<file path="config.mk">
export PLATFORM = sky130hd
export DESIGN_NAME = serial_cmd_decoder
export DESIGN_NICKNAME = d
export VERILOG_FILES = /design/src/rtl/scd_pkg.sv /design/src/rtl/scd_sync.sv /design/src/rtl/scd_shift.sv /design/src/rtl/scd_bitcnt.sv /design/src/rtl/scd_issue.sv /design/src/rtl/serial_cmd_decoder.sv
export SDC_FILE = /design/constraint.sdc
export NUM_CORES = 1
export LEC_CHECK = 0
export ABC_AREA = 1
export ABC_CLOCK_PERIOD_IN_PS = 2900
export CAP_MARGIN = 20
export CORE_UTILIZATION = 45
export DETAILED_ROUTE_END_ITERATION = 12
export GPL_ROUTABILITY_DRIVEN = 0
export PLACE_DENSITY = 0.66
export RECOVER_POWER = 50
export SLEW_MARGIN = 30
export SYNTH_ARGS = -nofsm -noshare
export SYNTH_HDL_FRONTEND = slang
export SYNTH_SLANG_ARGS = --single-unit
</file>
<file path="constraint.sdc">
create_clock -name clk -period 2.9 [get_ports clk]
set_input_delay 0.725 -clock clk [delete_from_list [all_inputs] [get_ports clk]]
set_output_delay 0.725 -clock clk [all_outputs]
set_load 0.02 [all_outputs]
</file>
<file path="src/rtl/scd_pkg.sv">
package scd_pkg;
  typedef enum logic [1:0] {
    OP_RD_A = 2'b00,
    OP_RD_B = 2'b01,
    OP_WR   = 2'b10,
    OP_REF  = 2'b11
  } op_e;
endpackage

</file>
<file path="src/rtl/scd_sync.sv">
// Multi-bit synchroniser chain with a per-bit reset value.
module scd_sync #(
  parameter int            W       = 1,
  parameter int            STAGES  = 2,
  parameter logic [W-1:0]  RST_VAL = '0
) (
  input  logic         clk,
  input  logic         rst_n,
  input  logic [W-1:0] d,
  output logic [W-1:0] q
);
  logic [W-1:0] st [STAGES];

  always_ff @(posedge clk or negedge rst_n) begin
    if (!rst_n) begin
      for (int i = 0; i < STAGES; i++) st[i] <= RST_VAL;
    end else begin
      st[0] <= d;
      for (int i = 1; i < STAGES; i++) st[i] <= st[i-1];
    end
  end

  assign q = st[STAGES-1];
endmodule

</file>
<file path="src/rtl/scd_shift.sv">
// LSB-first serial-in register: the first bit received ends at bit 0.
module scd_shift #(
  parameter int W = 8
) (
  input  logic         clk,
  input  logic         rst_n,
  input  logic         shift_en,
  input  logic         sdi,
  output logic [W-1:0] data
);
  always_ff @(posedge clk or negedge rst_n) begin
    if (!rst_n)        data <= '0;
    else if (shift_en) data <= {sdi, data[W-1:1]};
  end
endmodule

</file>
<file path="src/rtl/scd_bitcnt.sv">
// Saturating count of address clocks since the last strobe fall.
module scd_bitcnt #(
  parameter int FULL = 8,
  localparam int CW  = $clog2(FULL + 1)
) (
  input  logic clk,
  input  logic rst_n,
  input  logic inc,
  input  logic clr,
  output logic short_now
);
  logic [CW-1:0] cnt;

  always_ff @(posedge clk or negedge rst_n) begin
    if (!rst_n)                          cnt <= '0;
    else if (clr)                        cnt <= '0;
    else if (inc && cnt != CW'(FULL))    cnt <= cnt + 1'b1;
  end

  assign short_now = (cnt != CW'(FULL));
endmodule

</file>
<file path="src/rtl/scd_issue.sv">
// Latches address/mode at the strobe fall and issues command pulses.
module scd_issue
  import scd_pkg::*;
#(
  parameter int ROW_W  = 8,
  parameter int COL_W  = 6,
  localparam int CODE_W = COL_W + 2
) (
  input  logic              clk,
  input  logic              rst_n,
  input  logic              fall,
  input  logic              rise,
  input  logic [ROW_W-1:0]  row_in,
  input  logic [CODE_W-1:0] code_in,
  input  logic              short_in,
  output logic [ROW_W-1:0]  row_addr,
  output logic [COL_W-1:0]  col_addr,
  output logic              rd_a,
  output logic              rd_b,
  output logic              wr,
  output logic              ref_p,
  output logic              err
);
  logic [ROW_W-1:0] ref_cnt;
  logic             wr_pend;
  op_e              op;

  assign op = op_e'(code_in[CODE_W-1 -: 2]);

  always_ff @(posedge clk or negedge rst_n) begin
    if (!rst_n) begin
      row_addr <= '0;
      col_addr <= '0;
      ref_cnt  <= '0;
      wr_pend  <= 1'b0;
      err      <= 1'b0;
      rd_a     <= 1'b0;
      rd_b     <= 1'b0;
      wr       <= 1'b0;
      ref_p    <= 1'b0;
    end else begin
      rd_a  <= 1'b0;
      rd_b  <= 1'b0;
      wr    <= 1'b0;
      ref_p <= 1'b0;
      if (fall) begin
        col_addr <= code_in[COL_W-1:0];
        err      <= short_in;
        wr_pend  <= 1'b0;
        unique case (op)
          OP_RD_A: begin row_addr <= row_in; rd_a <= 1'b1; end
          OP_RD_B: begin row_addr <= row_in; rd_b <= 1'b1; end
          OP_WR:   begin row_addr <= row_in; wr_pend <= 1'b1; end
          OP_REF:  begin
            row_addr <= ref_cnt;
            ref_cnt  <= ref_cnt + 1'b1;
            ref_p    <= 1'b1;
          end
        endcase
      end else if (rise && wr_pend) begin
        wr      <= 1'b1;
        wr_pend <= 1'b0;
      end
    end
  end
endmodule

</file>
<file path="src/rtl/serial_cmd_decoder.sv">
module serial_cmd_decoder #(
  parameter int ROW_W       = 8,
  parameter int COL_W       = 6,
  parameter int SYNC_STAGES = 2,
  localparam int CODE_W     = COL_W + 2
) (
  input  logic             clk,
  input  logic             rst_n,
  input  logic             addr_clk,
  input  logic             row_sdi,
  input  logic             code_sdi,
  input  logic             row_strobe,
  output logic [ROW_W-1:0] row_addr,
  output logic [COL_W-1:0] col_addr,
  output logic             cmd_rd_a,
  output logic             cmd_rd_b,
  output logic             cmd_wr,
  output logic             cmd_ref,
  output logic             short_err
);
  // bit order in the synchroniser: {strobe, addr_clk, code, row}
  logic [3:0] s_q;
  logic       clk_prev, stb_prev;
  logic       clk_rise, stb_fall, stb_rise, short_now;
  logic [ROW_W-1:0]  row_sr;
  logic [CODE_W-1:0] code_sr;

  scd_sync #(.W(4), .STAGES(SYNC_STAGES), .RST_VAL(4'b1000)) u_sync (
    .clk(clk), .rst_n(rst_n),
    .d({row_strobe, addr_clk, code_sdi, row_sdi}),
    .q(s_q)
  );

  always_ff @(posedge clk or negedge rst_n) begin
    if (!rst_n) begin
      clk_prev <= 1'b0;
      stb_prev <= 1'b1;
    end else begin
      clk_prev <= s_q[2];
      stb_prev <= s_q[3];
    end
  end

  assign clk_rise = s_q[2] & ~clk_prev;
  assign stb_fall = ~s_q[3] & stb_prev;
  assign stb_rise = s_q[3] & ~stb_prev;

  scd_shift #(.W(ROW_W)) u_row_sr (
    .clk(clk), .rst_n(rst_n), .shift_en(clk_rise), .sdi(s_q[0]), .data(row_sr)
  );

  scd_shift #(.W(CODE_W)) u_code_sr (
    .clk(clk), .rst_n(rst_n), .shift_en(clk_rise), .sdi(s_q[1]), .data(code_sr)
  );

  scd_bitcnt #(.FULL(CODE_W)) u_cnt (
    .clk(clk), .rst_n(rst_n), .inc(clk_rise), .clr(stb_fall), .short_now(short_now)
  );

  scd_issue #(.ROW_W(ROW_W), .COL_W(COL_W)) u_issue (
    .clk(clk), .rst_n(rst_n), .fall(stb_fall), .rise(stb_rise),
    .row_in(row_sr), .code_in(code_sr), .short_in(short_now),
    .row_addr(row_addr), .col_addr(col_addr),
    .rd_a(cmd_rd_a), .rd_b(cmd_rd_b), .wr(cmd_wr), .ref_p(cmd_ref),
    .err(short_err)
  );
endmodule

</file>
* Word-level counts from Yosys, hierarchy flattened
Index checks and enable logic that the tools add are counted.
** Operators by class
- $add $sub $neg :: 2
- Reduce and logical (&&, ||, !) cells :: 7
- Muxes and demuxes :: 14
- Bitwise operators :: 6
- Eq/ne operators :: 4
** Operators by type and width (number)
- one-hot mux 8 bit (2 select lines) :: 1
- 2-to-1 mux 1 bit :: 11
- adder 8 x 1 -> 8 bit, second input constant :: 1
- 2-to-1 mux 4 bit :: 2
- adder 4 x 1 -> 4 bit, second input constant :: 1
- equality test 2 bit, second input constant :: 2
- != test 4 bit, second input constant :: 1
- nonzero test 2 bit :: 2
- bitwise AND 1 bit :: 3
- inverter 1 bit :: 3
- OR reduction 3 bit :: 1
- equality test 2 x 1 -> 1 bit, second input constant :: 1
- logical AND 1 bit :: 2
- logical NOT 2 bit :: 1
- AND reduction 2 bit :: 1
** Word-level totals
- Flip-flop bits (word level) :: 58
- Output and inout port bits :: 19
- Logic and storage cells :: 49
- Input bits :: 6

* Depth between registers and ports, before layout
- Depth after elaboration :: 5
- Gate-level depth with buffers :: 8
- Depth with buffers taken out :: 8

* Cells and area by module
A second synthesis with hierarchy kept.
** Second synthesis, totals
- Cells, all modules :: 249
- Area total of the unflattened synthesis :: 2346.0 sq um
** By module, submodules not included
- scd_issue :: times used 1, sequential area each 700.7 sq um, cells each 133, area an instance 1188.6 sq um
- scd_shift :: times used 2, sequential area each 200.2 sq um, cells each 34, area an instance 305.3 sq um
- scd_bitcnt :: times used 1, sequential area each 100.1 sq um, cells each 28, area an instance 240.2 sq um
- scd_sync :: times used 1, sequential area each 202.7 sq um, cells each 12, area an instance 232.7 sq um
- serial_cmd_decoder :: times used 1, sequential area each 51.3 sq um, cells each 8, area an instance 73.8 sq um

* Least setup slack after synthesis
OpenSTA, ideal clock, no wires.
- Kind :: flip-flop to flip-flop
- Start :: reg u_cnt.cnt[0]
- End :: reg u_cnt.cnt[2]
- Period minus slack after synthesis :: 1247 ps
- Path slack :: 1653 ps
- Path buffers :: 0
- Data required time :: 2779 ps
- Arrival time :: 1127 ps
- Setup time :: 121 ps
- Cell stages (with the launch flop) :: 9
- Cell sequence :: dfrtp_1 > inv_1 > ha_1 > nand2_1 > nor2_1 > nor2_1 > nor2_4 > nand2_1 > o21ai_1
** On the way
- Cells in the longest elaborated chain, start to end :: 3
- Elaborated cells on any way between the ends :: 6
- Those cells by class :: 1 x add/sub; 1 x eq/ne; 2 x mux; 2 x reduce/logical
** Ends and longest elaborated chain
- from (decl) :: RTL line scd_bitcnt.sv:12 : logic [CW-1:0] cnt;
- from (signal assigned) :: RTL line scd_bitcnt.sv:17 : else if (inc && cnt != CW'(FULL)) cnt <= cnt + 1'b1;
- adder 4 x 1 -> 4 bit / != test 4 bit (equally long branches) :: RTL line scd_bitcnt.sv:17
- 2-to-1 mux 4 bit / logical AND 1 bit (equally long branches) :: RTL line scd_bitcnt.sv:17
- 2-to-1 mux 4 bit / nonzero test 2 bit (equally long branches)
Parallel ways exist; a longest one is shown, timed or not. The select of a mux whose other input is x is not followed.
A chain may end at the register's enable or synchronous reset.

* Worst setup path in the final report
- Start :: reg u_issue.row_addr[1]
- End :: out row_addr[1]
** RTL lines
- from (decl) :: RTL line scd_issue.sv:16 : output logic [ROW_W-1:0] row_addr,
- from (signal assigned) :: RTL line scd_issue.sv:55 : row_addr <= ref_cnt;
- to (decl) :: RTL line serial_cmd_decoder.sv:13 : output logic [ROW_W-1:0] row_addr,
No word-level cell between the ends.

==> impl_results.md <==
* Fin Setup TNS at 0 ps
* Syn_area_per_cell at 9.904 um^2
* Initial DRC count at 114
* Port buffer count at 24
* Clk_lat worst skew at 340 ps
* Via Count at 1,599
* GR peak layer: met2
* Part of the Yosys area used for sequential elements at 0.6226
* Pins Over Slew Limit at 0
* Largest net degree at the start of global routing at 36
* Worst Tran Pin Value at 1401 ps
* Final Hold Vio Count at 0
* Final Cell Area at 2815 um^2
* Initial core utilization at 0.4821
* M2 GR Usage at 0.2717
* Commonest non-fill, non-tap cell in the layout: nand2_1
* Vias in the first global route at 1,548
* DR WL/cell at 12.47 um
* Max Cap Viol at 0
* Sequential Area at 1455 um^2
* Number of buffers and inverters on the critical path at 1
* Commonest non-fill, non-tap cells in the layout: nand2_1, dfrtp_1, inv_1
* CTS Hold Buffers Added at 0
* Worst Skew at 7.454 ps
* Cell Area, Synth at 2337 um^2
* Total die area at 5486 um^2
* Grt ovf at 0
* Critical path's top delay family: buffers and inverters
* Min-Delay Path Class: register to register
* Antenna diodes at 0
* # clock sinks at 58
* Tot GR Track Use at 0.1819
* Placed cell areas at 2628 um^2
* Setup-failing EPs final at 0
* Critical Path Sink Type: output port
* CP cell instances: clkdlybuf4s50_1
* CTS-repair resized insts at 0
* Setup bufs post-CTS at 0
* First-pass GRT wire length at 7141 um
* Peak Freq at 489.7 MHz
* Final Cycle Share at 0.7042
* Met3 usage at 0.07182
* TritonCTS clock tree: yes
* Reg clk slew, reported paths at 60 ps
* Site Rows at 25
* Yosys warning total at 0
* PwrDens at 739.8 nW/um^2
* # placed instances at 321
* Area Growth Syn to Fin at 20.45%
* RSZ-0062 raised after global routing: false
* Routed WL at 4204 um
* #FFs+latches synth at 58
* Met1 Resource Use GR at 0.2310
* WP data required at 2170 ps
* H-tree levels at 3
* Antenna violations before repair at 0
* Die H at 74.07 um
* I/O Pins at 25
* Fillers at 441
* Total CTS buffers at 9
* CP max-delay cell: clkdlybuf4s50_1
* WS Path Type: register to output port
* Worst path max stage delay at 610 ps
* DRC Markers at 0
* Lkg Pwr at 1.320 nW
* Non-Filler Instances at 337
* Clk buf depth at 2
* Tmin final at 2042 ps
* Post-route ant nets at 0
* Clock Tree Root: clkbuf_8
* Max transition margin at 0.06597
* Die width at 74.07 um
* Area of the multi-input gates at 729.5 um^2
* DR vias/cell at 4.745
* Pre-Repair DR Iteration Count at 5
* CP arrival at 1320 ps
* Synth Net Count at 245
* Post-synth cell types at 28
* Worst vdd ir at 0.0005440 V
* Layout cell share with drive strength beyond 1 at 0.1148
* Critical path fanouts, max at 2
* Tot Pwr at 2.083 mW
* Synthesized instance count at 236
* Core area at 4848 um^2
* Startpoint types: register
* Outcome: completed
* Placed wire-length estimate at 2752 um
* Final net count at 274
[logic make-up (layout without fill, tap and decap cells)]
group / after synthesis / after routing / share of synthesized area
simple gates: 107 / 107 / 0.1975
flops: 58 / 58 / 0.6226
buf+inv: 34 / 68 / 0.06531
compound gates: 31 / 31 / 0.08726
fa+ha+maj: 3 / 3 / 0.01606
xor+xnor: 3 / 3 / 0.01124
[area by class of cell]
cell class | count | area share
clock buffers | 13 | 0.05289
clock inverters | 3 | 0.01422
inverters | 27 | 0.03689
multi-input cells | 144 | 0.2591
flip-flops and latches | 58 | 0.5169
well taps | 67 | 0.02978
repair buffers | 25 | 0.09022
[metal layers]
| metal | share of wire | up-vias |
|---|---|---|
| met4 | 0.016 | 0 |
| li1 | - | 808 |
| met1 | 0.48 | 751 |
| met3 | 0.041 | 9 |
| met2 | 0.47 | 31 |
| met5 | 0 | - |
[Yosys cell counts]
master    number  area (um^2)
o21ai_1        1        5.000
dfstp_2        3        78.83
dfrtp_1       55         1376
nand2_4        1        11.26
xnor2_1        2        17.52
o22ai_1        1        6.260
buf_2          3        15.01
nand4_1        3        18.77
nand2_2        2        12.51
nor2_4         2        22.52
o211ai_2       6        75.07
nor2_1         9        33.78
xor2_1         1        8.760
ha_1           3        37.54
o211ai_1       1        7.510
buf_4          1        7.510
nand3b_1       1        7.510
inv_2          1        3.750
nor3_1         2        10.01
o21ai_0       22        110.1
inv_1         25        93.84
nor2_2         1        6.260
nand3_1       11        55.05
buf_6          2        22.52
clkbuf_1       1        3.750
inv_4          1        6.260
or2_2          1        6.260
nand2_1       74        277.8
[worst paths after layout]
kind                                                 start                              end  slack [ps]  cells past startpoint
setup / recovery           u_issue.row_addr[1]$_DFFE_PN0P_                      row_addr[1]         860                      1
hold / removal                      u_sync.st[4]$_DFF_PN0_            u_sync.q[0]$_DFF_PN0_         350                      0
setup reg to reg                        stb_prev$_DFF_PN1_   u_issue.ref_cnt[4]$_DFFE_PN0P_        1190                      5
hold reg to reg                     u_sync.st[4]$_DFF_PN0_            u_sync.q[0]$_DFF_PN0_         350                      0
max in group asynchronous                            rst_n               stb_prev$_DFF_PN1_        1310                      2
min in group asynchronous                            rst_n  u_issue.col_addr[3]$_DFFE_PN0P_         700                      1
[sequential cells by signal, summed over array words and instances (netlist names)]
register          cells
u_cnt.cnt             4
u_issue.ref_p         1
stb_prev              1
u_sync.q              4
u_code_sr.data        8
u_sync.st             4
u_issue.rd_a          1
u_issue.col_addr      6
u_issue.rd_b          1
u_issue.row_addr      8
u_issue.err           1
clk_prev              1
u_issue.wr            1
u_issue.wr_pend       1
u_issue.ref_cnt       8
u_row_sr.data         8
[power by group]
group	leakage, nW	total (mW)	internal [mW]	switching, mW
Clock	0.0974	0.723	0.418	0.305
Sequential	0.752	1.01	0.929	0.0838
Combinational	0.471	0.347	0.153	0.194
Total	1.32	2.08	1.50	0.583
[through the flow]
step,util,hold slack [ps],setup WS (ps)
2_1_floorplan,-,331.2,1653
3_3_place_gp,0.5419,332.5,1203
3_5_place_dp,0.5419,334.7,1188
4_1_cts,0.5809,349.9,834.4
5_1_grt,0.5806,360.8,813.6
6_report,0.5806,347.6,857.7
No activity file was read; power rests on OpenSTA's default activity.
